--- config.mk ---
export PLATFORM = sky130hd
export DESIGN_NAME = flyby_dma_port
export DESIGN_NICKNAME = d
export VERILOG_FILES = /design/src/rtl/fbd_pkg.sv /design/src/rtl/fbd_sync.sv /design/src/rtl/fbd_edge.sv /design/src/rtl/fbd_ctrl.sv /design/src/rtl/flyby_dma_port.sv
export SDC_FILE = /design/constraint.sdc
export NUM_CORES = 1
export LEC_CHECK = 0
export ABC_AREA = 1
export CORE_MARGIN = 5
export CORE_UTILIZATION = 55
export DETAILED_ROUTE_END_ITERATION = 7
export DONT_BUFFER_PORTS = 1
export MAX_ROUTING_LAYER = met4
export PLACE_DENSITY = 0.7
export REMOVE_ABC_BUFFERS = 1
export SLEW_MARGIN = 30
export SYNTH_ARGS = -nofsm -noshare
export SYNTH_HDL_FRONTEND = slang
export SYNTH_SLANG_ARGS = --single-unit
--- constraint.sdc ---
create_clock -name clk -period 2.6 [get_ports clk]
set_clock_uncertainty 0.2 [all_clocks]
set_input_delay 0.13 -clock clk [delete_from_list [all_inputs] [get_ports clk]]
set_output_delay 0.13 -clock clk [all_outputs]
set_load 0.01 [all_outputs]
--- src/rtl/fbd_pkg.sv ---
package fbd_pkg;
  localparam int unsigned WORD_W = 16;
  localparam int unsigned EP_W   = 4;
  localparam int unsigned CNT_W  = 16;

  typedef enum logic {DIR_OUT = 1'b0, DIR_IN = 1'b1} dir_t;
endpackage

--- src/rtl/fbd_sync.sv ---
module fbd_sync #(
  parameter int unsigned N = 4
) (
  input  logic         clk,
  input  logic         rst_n,
  input  logic [N-1:0] d,
  output logic [N-1:0] q
);
  logic [N-1:0] s1_q, s2_q;

  for (genvar i = 0; i < N; i++) begin : g_bit
    always_ff @(posedge clk or negedge rst_n) begin
      if (!rst_n) begin
        s1_q[i] <= 1'b0;
        s2_q[i] <= 1'b0;
      end else begin
        s1_q[i] <= d[i];
        s2_q[i] <= s1_q[i];
      end
    end
  end

  assign q = s2_q;
endmodule

--- src/rtl/fbd_edge.sv ---
module fbd_edge #(
  parameter int unsigned N = 3
) (
  input  logic         clk,
  input  logic         rst_n,
  input  logic [N-1:0] lvl,
  output logic [N-1:0] rise,
  output logic [N-1:0] fall
);
  logic [N-1:0] prev_q;

  always_ff @(posedge clk or negedge rst_n) begin
    if (!rst_n) prev_q <= '0;
    else        prev_q <= lvl;
  end

  assign rise = lvl & ~prev_q;
  assign fall = ~lvl & prev_q;
endmodule

--- src/rtl/fbd_ctrl.sv ---
module fbd_ctrl
  import fbd_pkg::*;
#(
  parameter int unsigned DW = WORD_W,
  parameter int unsigned EW = EP_W,
  parameter int unsigned CW = CNT_W
) (
  input  logic          clk,
  input  logic          rst_n,
  input  logic          ack_only,
  input  logic          dir_in,
  input  logic [EW-1:0] ep_sel,
  input  logic          arm,
  input  logic          ack_s,
  input  logic          rd_s,
  input  logic          wr_s,
  input  logic          rd_fall,
  input  logic          wr_fall,
  input  logic          eot_rise,
  input  logic [DW-1:0] bus_wdata,
  input  logic          buf_empty,
  input  logic          buf_full,
  output logic          dreq,
  output logic          bus_oe,
  output logic [EW-1:0] buf_sel,
  output logic          buf_pop,
  output logic          buf_push,
  output logic [DW-1:0] buf_wdata,
  output logic          xfer_done,
  output logic          xfer_err,
  output logic [CW-1:0] word_cnt
);
  logic          active_q, active_n;
  dir_t          dir_q, dir_n;
  logic [EW-1:0] sel_q, sel_n;
  logic          done_q, done_n;
  logic          err_q, err_n;
  logic [CW-1:0] cnt_q, cnt_n;
  logic          dreq_q, dreq_n;
  logic [DW-1:0] wcap_q;
  logic          wcap_en;
  logic          go, rd_ev, wr_ev, bad;

  always_comb begin
    go       = active_q & ~ack_only;
    rd_ev    = rd_fall & ack_s & go & (dir_q == DIR_OUT);
    wr_ev    = wr_fall & ack_s & go & (dir_q == DIR_IN);
    buf_pop  = rd_ev & ~buf_empty;
    buf_push = wr_ev & ~buf_full;
    bad      = (rd_ev & buf_empty) | (wr_ev & buf_full);
    wcap_en  = wr_s & ack_s;

    active_n = active_q;
    dir_n    = dir_q;
    sel_n    = sel_q;
    done_n   = done_q;
    err_n    = err_q;
    cnt_n    = cnt_q;
    if (arm) begin
      active_n = 1'b1;
      dir_n    = dir_t'(dir_in);
      sel_n    = ep_sel;
      done_n   = 1'b0;
      err_n    = 1'b0;
      cnt_n    = '0;
    end else begin
      if (eot_rise && active_q) begin
        active_n = 1'b0;
        done_n   = 1'b1;
      end
      if (bad) err_n = 1'b1;
      if (buf_pop || buf_push) cnt_n = cnt_q + 1'b1;
    end
    dreq_n = active_n & ~ack_only &
             ((dir_n == DIR_IN) ? ~buf_full : ~buf_empty);
  end

  always_ff @(posedge clk or negedge rst_n) begin
    if (!rst_n) begin
      active_q <= 1'b0;
      dir_q    <= DIR_OUT;
      sel_q    <= '0;
      done_q   <= 1'b0;
      err_q    <= 1'b0;
      cnt_q    <= '0;
      dreq_q   <= 1'b0;
    end else begin
      active_q <= active_n;
      dir_q    <= dir_n;
      sel_q    <= sel_n;
      done_q   <= done_n;
      err_q    <= err_n;
      cnt_q    <= cnt_n;
      dreq_q   <= dreq_n;
    end
  end

  always_ff @(posedge clk or negedge rst_n) begin
    if (!rst_n)       wcap_q <= '0;
    else if (wcap_en) wcap_q <= bus_wdata;
  end

  assign bus_oe    = ack_s & rd_s & go & (dir_q == DIR_OUT);
  assign dreq      = dreq_q;
  assign buf_sel   = sel_q;
  assign buf_wdata = wcap_q;
  assign xfer_done = done_q;
  assign xfer_err  = err_q;
  assign word_cnt  = cnt_q;
endmodule

--- src/rtl/flyby_dma_port.sv ---
module flyby_dma_port
  import fbd_pkg::*;
(
  input  logic              clk,
  input  logic              rst_n,
  input  logic              ack_only,
  input  logic              dir_in,
  input  logic [EP_W-1:0]   ep_sel,
  input  logic              arm,
  input  logic              dma_ack,
  input  logic              rd_strb,
  input  logic              wr_strb,
  input  logic              eot,
  output logic              dreq,
  input  logic [WORD_W-1:0] bus_wdata,
  output logic [WORD_W-1:0] bus_rdata,
  output logic              bus_oe,
  output logic [EP_W-1:0]   buf_sel,
  input  logic [WORD_W-1:0] buf_rdata,
  input  logic              buf_empty,
  input  logic              buf_full,
  output logic              buf_pop,
  output logic              buf_push,
  output logic [WORD_W-1:0] buf_wdata,
  output logic              xfer_done,
  output logic              xfer_err,
  output logic [CNT_W-1:0]  word_cnt
);
  localparam int unsigned NSYNC = 4;
  localparam int unsigned NEDGE = 3;

  logic             rst_m_q, rst_s_q;
  logic [NSYNC-1:0] raw, syn;
  logic [NEDGE-1:0] rise, fall;

  always_ff @(posedge clk or negedge rst_n) begin
    if (!rst_n) begin
      rst_m_q <= 1'b0;
      rst_s_q <= 1'b0;
    end else begin
      rst_m_q <= 1'b1;
      rst_s_q <= rst_m_q;
    end
  end

  assign raw = {eot, wr_strb, rd_strb, dma_ack};

  fbd_sync #(.N(NSYNC)) u_sync (
    .clk(clk), .rst_n(rst_s_q), .d(raw), .q(syn)
  );

  fbd_edge #(.N(NEDGE)) u_edge (
    .clk(clk), .rst_n(rst_s_q), .lvl(syn[NSYNC-1:1]), .rise(rise), .fall(fall)
  );

  fbd_ctrl #(.DW(WORD_W), .EW(EP_W), .CW(CNT_W)) u_ctrl (
    .clk(clk), .rst_n(rst_s_q),
    .ack_only(ack_only), .dir_in(dir_in), .ep_sel(ep_sel), .arm(arm),
    .ack_s(syn[0]), .rd_s(syn[1]), .wr_s(syn[2]),
    .rd_fall(fall[0]), .wr_fall(fall[1]), .eot_rise(rise[2]),
    .bus_wdata(bus_wdata), .buf_empty(buf_empty), .buf_full(buf_full),
    .dreq(dreq), .bus_oe(bus_oe), .buf_sel(buf_sel),
    .buf_pop(buf_pop), .buf_push(buf_push), .buf_wdata(buf_wdata),
    .xfer_done(xfer_done), .xfer_err(xfer_err), .word_cnt(word_cnt)
  );

  assign bus_rdata = buf_rdata;
endmodule

After elaboration in Yosys (flattened, before gate mapping)
Cells that the tools add are included.
- add/subtract/negate cells: 1
- muxes and demuxes: 10
- reduce and logical (&&, ||, !) cells: 5
- bitwise logic cells: 26
- operators with widths (kind ; number):
    16-bit two-way mux ; 2
    1-bit bitwise AND ; 17
    16-bit by 1-bit adder with 16-bit output, second input constant ; 1
    1-bit two-way mux ; 8
    2-bit nonzero test ; 3
    1-bit inverter ; 4
    3-bit bitwise AND ; 1
    3-bit inverter ; 1
    2-bit bitwise AND ; 1
    2-bit inverter ; 1
    1-bit logical AND ; 1
    1-bit logical OR ; 1
    1-bit OR ; 1
- logic and storage cells: 61
- output and inout bits: 58
- bits in registers: 54
- input port bits: 47

Longest topological paths before layout
Gate-level depths: netlist of the first run.
- word-level depth: 9
- mapped depth: 10
- depth with buffers taken out: 10

By module
A second synthesis of the first run with hierarchy kept.
- cells, all modules: 261
- area, all modules: 2486.1 µm²
- modules (own cells, without submodules) (module ; cells an instance ; times used ; area an instance (µm²) ; seq. area each (µm²)):
    fbd_ctrl ; 219 ; 1 ; 1991.9 ; 1026.0
    fbd_sync ; 8 ; 1 ; 200.2 ; 200.2
    flyby_dma_port ; 19 ; 1 ; 173.9 ; 50.0
    fbd_edge ; 15 ; 1 ; 120.1 ; 75.1

Least setup slack after synthesis of the first run
Ideal clock, no wire load.
- kind: flip-flop to flip-flop
- from: register u_ctrl.cnt_q[0], in the netlist u_ctrl.word_cnt[0]
- to: register u_ctrl.cnt_q[4], in the netlist u_ctrl.word_cnt[4]
- stages on the path, launching flop included: 7
- setup time: 118 ps
- data required time: 2282 ps
- data arrival time: 1257 ps
- slack: 1025 ps
- path buffers: 0
- period minus slack after synthesis: 1575 ps
- path through: dfrtp_1 > ha_1 > nand3_1 > inv_1 > or2_2 > nand3_1 > o21ai_2
- word-level cells in the longest chain between the ends: 3
- ends and longest elaborated chain (element ; line ; RTL):
    start: declaration ; fbd_ctrl.sv:38 ; logic [CW-1:0] cnt_q, cnt_n;
    start signal: assignment ; fbd_ctrl.sv:93 ; cnt_q <= cnt_n;
    16-bit by 1-bit adder with 16-bit output ; fbd_ctrl.sv:72 ; if (buf_pop || buf_push) cnt_n = cnt_q + 1'b1;
    16-bit two-way mux ; fbd_ctrl.sv:72 ;
    16-bit two-way mux ; fbd_ctrl.sv:59 ; if (arm) begin
Every way passes these cells. The select of a mux whose other input is x is not followed.
A chain may end at the register's enable or synchronous reset.

Worst setup path in the final report of the first run
- from: input port arm
- to: register u_ctrl.dreq_q, in the netlist u_ctrl.dreq
- word-level cells in the longest chain between the ends: 3
- elaborated cells on any way between the ends: 5
- classes of those cells: 3 x mux; 2 x bitwise
- ends and longest elaborated chain (element ; line ; RTL):
    start: declaration ; flyby_dma_port.sv:9 ; input logic arm,
    1-bit two-way mux ; fbd_ctrl.sv:59 ;
    via u_ctrl.dir_n ; fbd_ctrl.sv:34 ; dir_t dir_q, dir_n;
    1-bit two-way mux ; fbd_ctrl.sv:75 ; ((dir_n == DIR_IN) ? ~buf_full : ~buf_empty);
    1-bit bitwise AND ; fbd_ctrl.sv:74 ; dreq_n = active_n & ~ack_only &
    via u_ctrl.dreq_n ; fbd_ctrl.sv:39 ; logic dreq_q, dreq_n;
    end signal: assignment ; fbd_ctrl.sv:94 ; dreq_q <= dreq_n;
    end: declaration ; fbd_ctrl.sv:39 ;
The timed path passes the listed nets, and every way through them passes these cells.

==> results by group, run 1 <==
CTS
  – Clk slew on worst S/H paths: ~100 ps
  – TritonCTS clock tree: done
  – Resize count post-CTS: 0
  – Clock Tree Buf Depth: 2
  – Clock Root Buffer: clkbuf_8
  – H-tree Lvls: 2
  – Worst-skew pair later-pin latency: 310 ps
  – Clk sinks: 54
  – TritonCTS Buffers: 5

Floorplan
  – Core area: around 0.0044 mm2
  – Die area: about 0.0061 mm2
  – Die Ht: 78.26 um
  – Initial core utilization: 57.66%
  – Die width: 78.26 um
  – # rows: 24
  – Io pins: 105

Timing
  – Fin crit period: slightly below 2000 ps
  – RSZ-0062 raised after global routing: no
  – Hold Worst Slack: 9.812 ps
  – Worst-Margin Slew: approximately 550 ps
  – Setup TNS: 0 ps
  – Worst slew margin: 63.16%
  – Setup WS post-layout: 627.0 ps
  – Final Hold Viols: 0
  – Final Cycle Share: approximately 76%
  – Max Fclk: 0.5068 GHz
  – Pins Over Slew Limit: 0
  – Final setup vio count: 0

Layout
  – Finished Layout Cells: 340
  – Area delta synth->final: 12.70%
  – Proportion of layout cells with a drive suffix above 1: about 16%
  – Util after Layout: 64.98%
  – Commonest cells after routing, fill and taps aside: nand2_1, dfrtp_1, dlygate4sd3_1
  – Final instance area: ~0.0029 mm2
  – ANT cells: 0
  – Final layout net count: around 340
  – Most common cell after layout, fill and taps aside: nand2_1

Critical path
  – Worst EP required: between 2000 and 3000 ps
  – Critical R2R Launch: u_ctrl.dir_q
  – Crit path launch: arm
  – Reg2reg setup slack: 790 ps
  – Delay-heaviest family, CP: buffers and inverters
  – Buf/Inv on CP: 2
  – Max FO, Critical Path: 8
  – Worst reg-to-reg path cell count: 5
  – Critical path arrival: 2020 ps
  – Critical Path Max Stage Delay: 710 ps
  – FF-to-FF End: u_ctrl.dreq
  – Setup crit end: u_ctrl.dreq
  – Most used cell, CP: dlygate4sd3_1
  – Worst path depth: 5
  – CP startpoint kind: primary input
  – Slowest stage cell, crit path: dlygate4sd3_1
  – Setup Crit Path Kind: in -> reg
  – Kind of end point of the critical path: flip-flop
  – CP Cell Sequence: dlygate4sd3_1 -> o21ai_0 -> nor2_1 -> a211oi_1 -> dlygate4sd3_1

Synth
  – Sequential area share after synthesis: 52.73%
  – Synth top area cells: dfrtp_1, nand2_1, mux2_2
  – Synth Area in Compound Gates: 5.029%
  – Largest family of logic cells by synthesized area: simple AND/OR/NAND/NOR gates
  – Post-synthesis mux area share: 7.031%
  – Xor-xnor portion of the synthesized cell area: 1.025%
  – Netlist cell types: 30
  – Synth Cell Area: 0.002562 mm2
  – Area leader, netlist: dfrtp_1
  – Area share of the largest cell type after synthesis: 52.73%
  – Syn Area/Cell: around 9.5 um2
  – Warnings from Yosys: 0
  – Synth Register Bits: 54
  – Adder-Cell Fraction of Synth Area: less than 1%
  – Syn Inst Count: 269
  – Simple-gate portion of the synthesized area: between 20% and 30%

GRT
  – Largest net degree at the start of global routing: 36
  – GRT overflow: 0
  – Initial antenna violation count: 0
  – Vias in the first global route: around 1800
  – First-pass GRT wire length: around 9.0 mm
  – Total track usage: 19.30%

Worst hold path
  – Worst hold path type: reg -> async

Place
  – Routability Congestion: 0.8086
  – Placement Setup Slack: 897.6 ps
  – Placed cell count: 301
  – Post-DP HPWL: about 3.6 mm
  – Placed Area: 0.002482 mm2
  – Port Buf Inserts: 0

Job
  – MaxCap Viol Count: 0

Route
  – Vias/cell: 5.262
  – Via count: 1789
  – Initial drt markers: 75
  – Final ANT Viol Nets: 0
  – Post-route DRC: 0
  – Wire per inst: 15.45 um
  – First drt pass iteration count: 4
  – WL final: 5.253 mm

Pwr
  – Leak: about 1.4 nW
  – Final Power: 1.593 mW
  – VDD IR-drop max: 0.0005041 V
  – Power Dens Cells: 551.8 mW/mm2

Run status
  – Status: complete, no violations
[cells in the mapped netlist]
cell type	number
nand2_1	78
dfrtp_1	54
inv_1	27
nand3_1	18
buf_4	16
mux2_2	16
nor2_1	11
o21ai_0	6
o21ai_2	6
nand4_1	4
nand2_2	3
nor2_2	3
or2_2	3
xor2_1	3
buf_2	2
buf_6	2
nor2_4	2
nor3_1	2
o21bai_1	2
a211oi_1	1
a21oi_4	1
clkbuf_8	1
clkinv_1	1
conb_1	1
ha_1	1
nand2_4	1
nand3_2	1
nand3b_1	1
nand4_4	1
o21a_1	1
[area by class of cell]
| cell class | count | area (um2) |
|---|---|---|
| flip-flops and latches | 54 | 1353 |
| well taps | 52 | 65.06 |
| clock inverters | 3 | 26.28 |
| repair buffers | 32 | 330.3 |
| fillers | 342 | 1556 |
| inverters | 28 | 105.1 |
| multi-input cells | 166 | 939.7 |
| clock buffers | 5 | 68.82 |
[worst reg2reg max path: stages, from the launching register on]
cell and delay [ps]:
dfrtp_1 380, inv_1 60, o21ai_0 270, nor2_1 70, a211oi_1 200, dlygate4sd3_1 570
[routing by layer]
metal  global-route usage, %  share of wire (%)  vias to the layer above
met5                       -                  0                        -
met2                   28.42                 45                       87
met3                   10.64                 12                        6
met4                   4.720                1.1                        0
met1                   23.23                 42                      831
li1                        -                  -                      865
[cell families after synthesis]
kind of cell | after synthesis
simple gates | 128
flops | 54
compound gates | 17
mux | 16
buf+inv | 49
xor+xnor | 3
fa+ha+maj | 1
other cells | 1
[state kept, by name, summed over array words and instances, names as in the netlist]
register          count
u_ctrl.buf_wdata     16
u_ctrl.word_cnt      16
u_ctrl.buf_sel        4
u_sync.q              4
u_sync.s1_q           4
u_edge.prev_q         3
rst_m_q               1
rst_s_q               1
u_ctrl.active_q       1
u_ctrl.dir_q          1
u_ctrl.dreq           1
u_ctrl.xfer_done      1
u_ctrl.xfer_err       1
[how the worst min path moves through the flow]
stage,startpoint,end,slack (ps),depth (start not counted)
floorplan,rst_n,rst_m_q,-370,0
global placement,rst_n,rst_m_q,-370,0
detailed placement,rst_n,rst_m_q,-370,0
CTS,buf_empty,u_ctrl.xfer_err,9,4
global route,rst_s_q,u_sync.s1_q[1],60,0
finish,rst_s_q,u_sync.s1_q[1],10,0
[timing repair]
action	in CTS	in global routing
setup buffers	0	0
hold buffers	31	0
endpoints found under the setup margin	0	0
hold endpoints to repair	45	0
[report_power, final]
part / internal (mW) / total [mW] / leakage (nW) / switching, mW
Clock: 0.200 / 0.490 / 0.0495 / 0.289
Combinational: 0.0759 / 0.138 / 0.671 / 0.0626
Sequential: 0.897 / 0.965 / 0.672 / 0.0681
Total: 1.17 / 1.59 / 1.39 / 0.420
(Power assumes the default switching activity.)
==> run 2: changes to the inputs <==
--- a/config.mk
+++ b/config.mk
@@ -11,7 +11,7 @@
 export DETAILED_ROUTE_END_ITERATION = 7
 export DONT_BUFFER_PORTS = 1
 export MAX_ROUTING_LAYER = met4
-export PLACE_DENSITY = 0.7
+export PLACE_DENSITY = 0.73
 export REMOVE_ABC_BUFFERS = 1
 export SLEW_MARGIN = 30
 export SYNTH_ARGS = -nofsm -noshare
==> constraint.sdc (replaced) <==
create_clock -name clk -period 1.6 [get_ports clk]
set_clock_uncertainty 0.2 [all_clocks]
set_input_delay 0.08 -clock clk [delete_from_list [all_inputs] [get_ports clk]]
set_output_delay 0.08 -clock clk [all_outputs]
set_load 0.01 [all_outputs]
==> run 2 against run 1 <==
The run now ends with negative hold slack left. Via count grew 15%. Count of clock-buffer cells in the layout is the same. Utilization grew 9.0 points. First-iteration DRC count grew 72%. Power grew 78%. Cell count grew 12%. Sequential share of layout area shrank 5.6 points. Sequential power grew 64%. Hold slack lost 32 ps. Global-route usage grew 4.2 points. Register-to-register slack lost 750 ps. Routed wire length grew 35%.
==> results by group, run 2 (synthesis results as in run 1) <==
Timing
  – Worst slew margin: 60.04% (-3.1 points)
  – Worst-Margin Slew: 599.4 ps (+48.20 ps)
  – Pins Over Slew Limit: 0 (unchanged)
  – Final Cycle Share: 97.45%
  – Fin crit period: 1559 ps
  – Final Hold Viols: 14 (+14)
  – Final setup vio count: 0 (unchanged)
  – Hold Worst Slack: -21.89 ps (-31.70 ps)
  – Max Fclk: roughly 0.64 GHz

GRT
  – Total track usage: 23.48% (+4.2 points)
  – Vias in the first global route: 2013 (+11%)
  – Initial antenna violation count: 2 (+2)
  – GRT overflow: 0 (unchanged)
  – Largest net degree at the start of global routing: 18 (-50%)
  – First-pass GRT wire length: 10.67 mm (+19%)

Layout
  – Area delta synth->final: 28.27%
  – Util after Layout: 73.96% (+9.0 points)
  – Proportion of layout cells with a drive suffix above 1: 24.46% (+8.1 points)
  – Commonest cells after routing, fill and taps aside: nand2_1, dfrtp_1, dlygate4sd3_1
  – Most common cell after layout, fill and taps aside: nand2_1
  – Final layout net count: 374 (+12%)

Critical path
  – Max FO, Critical Path: 6 (-2)
  – Setup Crit Path Kind: reg -> reg
  – Critical R2R Launch: u_sync.q[0]
  – Worst reg-to-reg path cell count: 8 (+3)
  – CP startpoint kind: flip-flop
  – Kind of end point of the critical path: flip-flop
  – Worst EP required: 1620 ps (-1030 ps)
  – Critical path arrival: 1570 ps (-450 ps)
  – Crit path launch: u_sync.q[0]

Place
  – Post-DP HPWL: 3.914 mm (+7.4%)
  – Port Buf Inserts: 0 (unchanged)
  – Routability Congestion: 0.8256 (+2.1%)

Pwr
  – Sw Share: 26.12% (-0.24 points)
  – Leak: 1.596 nW (+15%)
  – Sw power: 739.4 uW (+76%)
  – VDD IR-drop max: 0.0006521 V (+29%)
  – Sequential share of power: 55.8% (-4.8 points)
  – Internal Power: 2.091 mW (+78%)
  – Power Dens Cells: 861.1 mW/mm2 (+56%)
  – Clock Power Share: 33.2% (+2.5 points)
  – Combinational Power Share: 11.1% (+2.4 points)

Floorplan
  – Initial core utilization: 57.66% (unchanged)
  – Die width: 78.26 um (unchanged)
  – Core area: 0.004444 mm2 (unchanged)
  – Die area: 0.006124 mm2 (unchanged)
  – Die Ht: 78.26 um (unchanged)
  – # rows: 24 (unchanged)
  – Io pins: 105 (unchanged)

Route
  – WL final: 7.100 mm (+35%)
  – Post-route DRC: 0 (unchanged)
  – First drt pass iteration count: 4 (unchanged)
  – Via count: 2053 (+15%)
  – Initial drt markers: 129 (+72%)
  – Wire per inst: 18.64 um (+21%)
  – Vias/cell: 5.388 (+2.4%)
  – Final ANT Viol Nets: 0 (unchanged)

CTS
  – TritonCTS Buffers: 5 (unchanged)
  – Worst-skew pair later-pin latency: 310 ps (about the same)
  – Clock Root Buffer: clkbuf_8
  – H-tree Lvls: 2 (unchanged)
  – Clk slew on worst S/H paths: 100 ps (about the same)
  – Clock Tree Buf Depth: 2 (unchanged)
  – Clk sinks: 54 (unchanged)
  – TritonCTS clock tree: done

Worst hold path
  – Worst hold path type: reg -> async

Run status
  – Status: complete, but fails checks
  – Failing checks: negative hold slack

Job
  – MaxCap Viol Count: 0 (unchanged)
==> run 2: cell types whose count changed in the layout (fill, tap and decap cells not counted), sizes merged <==
cell,delta
bufinv,+1
nor2,+1
clkinv,+1
buf,+22
inv,-2
diode,+2
dlymetal6s4s,+1
dlygate4sd3,+15
==> run 2: layout make-up <==
type                       count  area [um2]
tap                           52       65.06
sequential                    54        1355
timing repair buffer          70       645.6
clock inverter                 3       43.79
inverter                      28       105.1
antenna                        2       5.005
multi-input combinational    167       998.5
clock buffer                   5       68.82
fill                         283        1157
==> run 2: through the flow <==
stage | area, um2 | power (mW) | TNS, ps | setup WS [ps] | instances
final | 3287 | 2.830 | 0 | 40.73 | 381
after CTS | 3202 | 2.794 | 0 | 7.080 | 375
after global routing | 3287 | 2.946 | -81.78 | -35.27 | 381
after detailed placement | 2597 | 1.759 | -708.6 | -86.93 | 318
after floorplan | 2396 | 1.698 | -11160 | -214.6 | 248
after global placement | 2597 | 1.751 | -111.1 | -26.48 | 318
==> run 2: path summary, 6_finish.rpt <==
kind	to	slack [ps]
worst max-delay path	u_ctrl.word_cnt[5]	40
worst min-delay path	u_sync.s1_q[1]	-20
worst max register to register	u_ctrl.word_cnt[5]	40
worst min register to register	u_sync.s1_q[1]	-20
max in group asynchronous	u_ctrl.word_cnt[3]	690
min in group clk	u_ctrl.buf_sel[3]	20
==> run 2: power by group through the flow <==
stage	logic (mW)	registers (mW)	clock network, mW
6_report	0.314	1.58	0.939
4_1_cts	0.291	1.56	0.944
3_3_place_gp	0.163	1.59	0
5_1_grt	0.336	1.59	1.02
2_1_floorplan	0.117	1.58	0
3_5_place_dp	0.168	1.59	0
==> run 2: repair_timing <==
action,4_1_cts,5_1_grt
buffers inserted,0,6
pin swaps,1,6
gates resized for setup,2,17
endpoints found under the setup margin,16,48
gates cloned,1,0
hold buffers,48,0
hold endpoints to repair,75,0
==> run 2: routing by layer <==
layer / routed length [um] / GRT usage, %
met1: 2683 / 26.74
met2: 3644 / 38.44
met3: 601 / 7.666
met4: 171 / 9.441
met5: 0 / -
==> run 2: worst max-delay path, cell delays in order (launching register included) <==
cell and delay (ps):
dfrtp_1 430, nand2_1 80, inv_1 120, nand4_4 150, nand2_4 140, nor2_4 40, buf_4 190, nand2_1 60
nand2_1 50
==> run 3: changes to the inputs <==
--- a/config.mk
+++ b/config.mk
@@ -7,11 +7,10 @@
 export LEC_CHECK = 0
 export ABC_AREA = 1
 export CORE_MARGIN = 5
-export CORE_UTILIZATION = 55
+export CORE_UTILIZATION = 45
 export DETAILED_ROUTE_END_ITERATION = 7
 export DONT_BUFFER_PORTS = 1
 export MAX_ROUTING_LAYER = met4
-export PLACE_DENSITY = 0.73
 export REMOVE_ABC_BUFFERS = 1
 export SLEW_MARGIN = 30
 export SYNTH_ARGS = -nofsm -noshare
==> run 3 against run 2 <==
The flow still finishes with violations (negative hold slack). Die area grew 19%. Power down 6.7%. Sequential share of layout area shrank 0.87 points. Critical path depth up 1. Global-route usage down 4.3 points. Non-clock buffer count grew 7. Cell count increased by 6.6%.
==> results by group, run 3 (synthesis results as in run 1) <==
Critical path
  – Most used cell, CP: nand2_1
  – Reg2reg setup slack: 50 ps (about the same)
  – FF-to-FF End: u_ctrl.word_cnt[5]
  – Worst reg-to-reg path cell count: 8 (unchanged)
  – Max FO, Critical Path: 7 (+1)
  – Slowest stage cell, crit path: dlygate4sd3_1
  – CP Cell Sequence: dlygate4sd3_1 -> inv_1 -> nand3_2 -> nor2_4 -> nand2_4 -> buf_6 -> a21oi_4 -> nand2_1 -> nand2_1
  – Critical path arrival: 1600 ps (+30 ps)
  – Critical Path Max Stage Delay: 570 ps (+140 ps)
  – Kind of end point of the critical path: flip-flop
  – Critical R2R Launch: u_sync.q[2]
  – CP startpoint kind: primary input
  – Setup Crit Path Kind: in -> reg
  – Worst EP required: 1650 ps (+30 ps)

CTS
  – H-tree Lvls: 2 (unchanged)
  – Worst-skew pair later-pin latency: 310 ps (about the same)
  – TritonCTS clock tree: done
  – # hold bufs at CTS: 47 (-2.1%)
  – TritonCTS Buffers: 5 (unchanged)
  – Clk slew on worst S/H paths: 100 ps (about the same)
  – Clock Tree Buf Depth: 2 (unchanged)
  – Clk sinks: 54 (unchanged)
  – Clock Root Buffer: clkbuf_8

GRT
  – Vias in the first global route: 2138 (+6.2%)
  – Total track usage: 19.14% (-4.3 points)
  – GRT overflow: 0 (unchanged)
  – First-pass GRT wire length: 10.73 mm (+0.52%)
  – Initial antenna violation count: 0 (-2)
  – Largest net degree at the start of global routing: 19 (+1)

Timing
  – Max Fclk: 0.6455 GHz (+0.65%)
  – Final Cycle Share: 96.83% (-0.63 points)
  – Final Hold Viols: 21 (+7)
  – RSZ-0062 raised after global routing: yes
  – Setup TNS: 0 ps (unchanged)
  – Setup WS post-layout: 50.78 ps (+10.04 ps)
  – Pins Over Slew Limit: 0 (unchanged)
  – Final setup vio count: 0 (unchanged)
  – Fin crit period: 1549 ps (-10.04 ps)
  – Hold Worst Slack: -261.6 ps (-239.7 ps)

Layout
  – Area delta synth->final: 30.81%
  – Most common cell after layout, fill and taps aside: nand2_1
  – ANT cells: 0 (-2)
  – Proportion of layout cells with a drive suffix above 1: 24.85% (+0.39 points)
  – Final instance area: 0.003352 mm2 (+2.0%)
  – Commonest cells after routing, fill and taps aside: nand2_1, dfrtp_1, dlygate4sd3_1
  – Filler cell count: 468 (+65%)
  – Final layout net count: 381 (+1.9%)

Floorplan
  – Io pins: 105 (unchanged)
  – Die width: 85.46 um (+9.2%)
  – Core area: 0.005507 mm2 (+24%)
  – Die Ht: 85.46 um (+9.2%)
  – Initial core utilization: 46.53% (-11 points)
  – Die area: 0.007303 mm2 (+19%)
  – # rows: 27 (+13%)

Pwr
  – Sequential share of power: 59.4% (+3.6 points)
  – Power Dens Cells: 787.9 mW/mm2 (-8.5%)
  – Combinational Power Share: 11.5% (+0.4 points)
  – Clock Power Share: 29.1% (-4.1 points)
  – VDD IR-drop max: 0.0006248 V (-4.2%)
  – Final Power: 2.641 mW (-6.7%)
  – Sw Share: 26.50% (+0.37 points)
  – Sw power: 699.7 uW (-5.4%)
  – Leak: 1.619 nW (+1.5%)
  – Internal Power: 1.941 mW (-7.2%)

Place
  – Port Buf Inserts: 0 (unchanged)
  – Routability Congestion: 0.7613 (-7.8%)
  – Placed Area: 0.002680 mm2 (+3.2%)
  – Placement Setup Slack: -59.37 ps (+27.55 ps)
  – Post-DP HPWL: 4.114 mm (+5.1%)

Run status
  – Failing checks: negative hold slack
  – Status: complete, but fails checks

Route
  – Vias/cell: 4.825 (-10%)
  – Via count: 1959 (-4.6%)
  – WL final: 6.570 mm (-7.5%)
  – Final ANT Viol Nets: 0 (unchanged)
  – Post-route DRC: 0 (unchanged)
  – First drt pass iteration count: 4 (unchanged)
  – Wire per inst: 16.18 um (-13%)
  – Initial drt markers: 58 (-55%)

Worst hold path
  – Hold Path Stages: 3
  – Hold path endpoint: u_ctrl.word_cnt[13]
  – Critical hold path startpoint: arm
  – Worst hold path type: in -> reg

Job
  – MaxCap Viol Count: 0 (unchanged)
run 3: cell count changes in the layout (fill, tap and decap cells not counted), moves of 2 or more:
| cell | before | now |
|---|---|---|
| buf_4 | 23 | 27 |
| buf_12 | 0 | 2 |
| dfrtp_1 | 51 | 53 |
| dfrtp_2 | 3 | 1 |
| diode_2 | 2 | 0 |
run 3: cell type report:
cell class | count | area (um2) | area share (%)
Timing Repair Buffer | 77 | 724.4 | 21.61
Sequential cell | 54 | 1353 | 40.35
Inverter | 28 | 107.6 | 3.210
Multi-Input combinational cell | 167 | 991.0 | 29.56
Clock buffer | 6 | 72.57 | 2.165
Clock inverter | 2 | 13.76 | 0.4106
Tap cell | 72 | 90.09 | 2.688
run 3: metal layers:
layer  up-vias  track usage (%)  routed length [um]
met5         -                -                   0
met4         0            5.612                 111
met3        12            4.854                 424
met2        63            32.98                3430
met1       926            21.90                2605
li1        958                -                   -
run 3: worst max path at each step:
stage                        from            endpoint  slack [ps]  cells after the start
4_1_cts        u_ctrl.word_cnt[0]  u_ctrl.word_cnt[4]           2                      6
2_1_floorplan             rst_s_q     u_ctrl.active_q        -210                      0
3_3_place_gp   u_ctrl.word_cnt[0]  u_ctrl.word_cnt[4]         -30                      6
6_report                 ack_only  u_ctrl.word_cnt[5]          50                      9
3_5_place_dp          u_sync.q[0]  u_ctrl.word_cnt[7]         -60                      7
5_1_grt               u_sync.q[2]  u_ctrl.word_cnt[5]         -60                      8
run 3: worst max-delay path: cells and delay by family:
family                 cells  cell delay (ps)
and+or+nand+nor            5              460
buffers and inverters      3              790
AOI/OAI and AO/OA          1              270
run 3: stage by stage:
| stage | utilization (%) | instances |
|---|---|---|
| 4_1_cts | 59.03 | 400 |
| 6_report | 60.87 | 406 |
| 3_5_place_dp | 48.67 | 344 |
| 3_3_place_gp | 48.67 | 344 |
| 2_1_floorplan | - | 248 |
| 5_1_grt | 60.87 | 406 |
run 3: repair_timing:
action,in CTS,in global routing
setup buffers,0,6
endpoints found under the hold margin,63,18
cloned,1,0
endpoints found under the setup margin,16,28
resized for setup,3,12
pin swaps,1,9
run 3: power groups by stage:
stage               clock (mW)  combinational, mW  sequential, mW
detailed placement           0              0.176            1.59
global placement             0              0.170            1.59
global route             0.847              0.331            1.58
floorplan                    0              0.117            1.58
CTS                      0.795              0.283            1.57
finish                   0.769              0.304            1.57
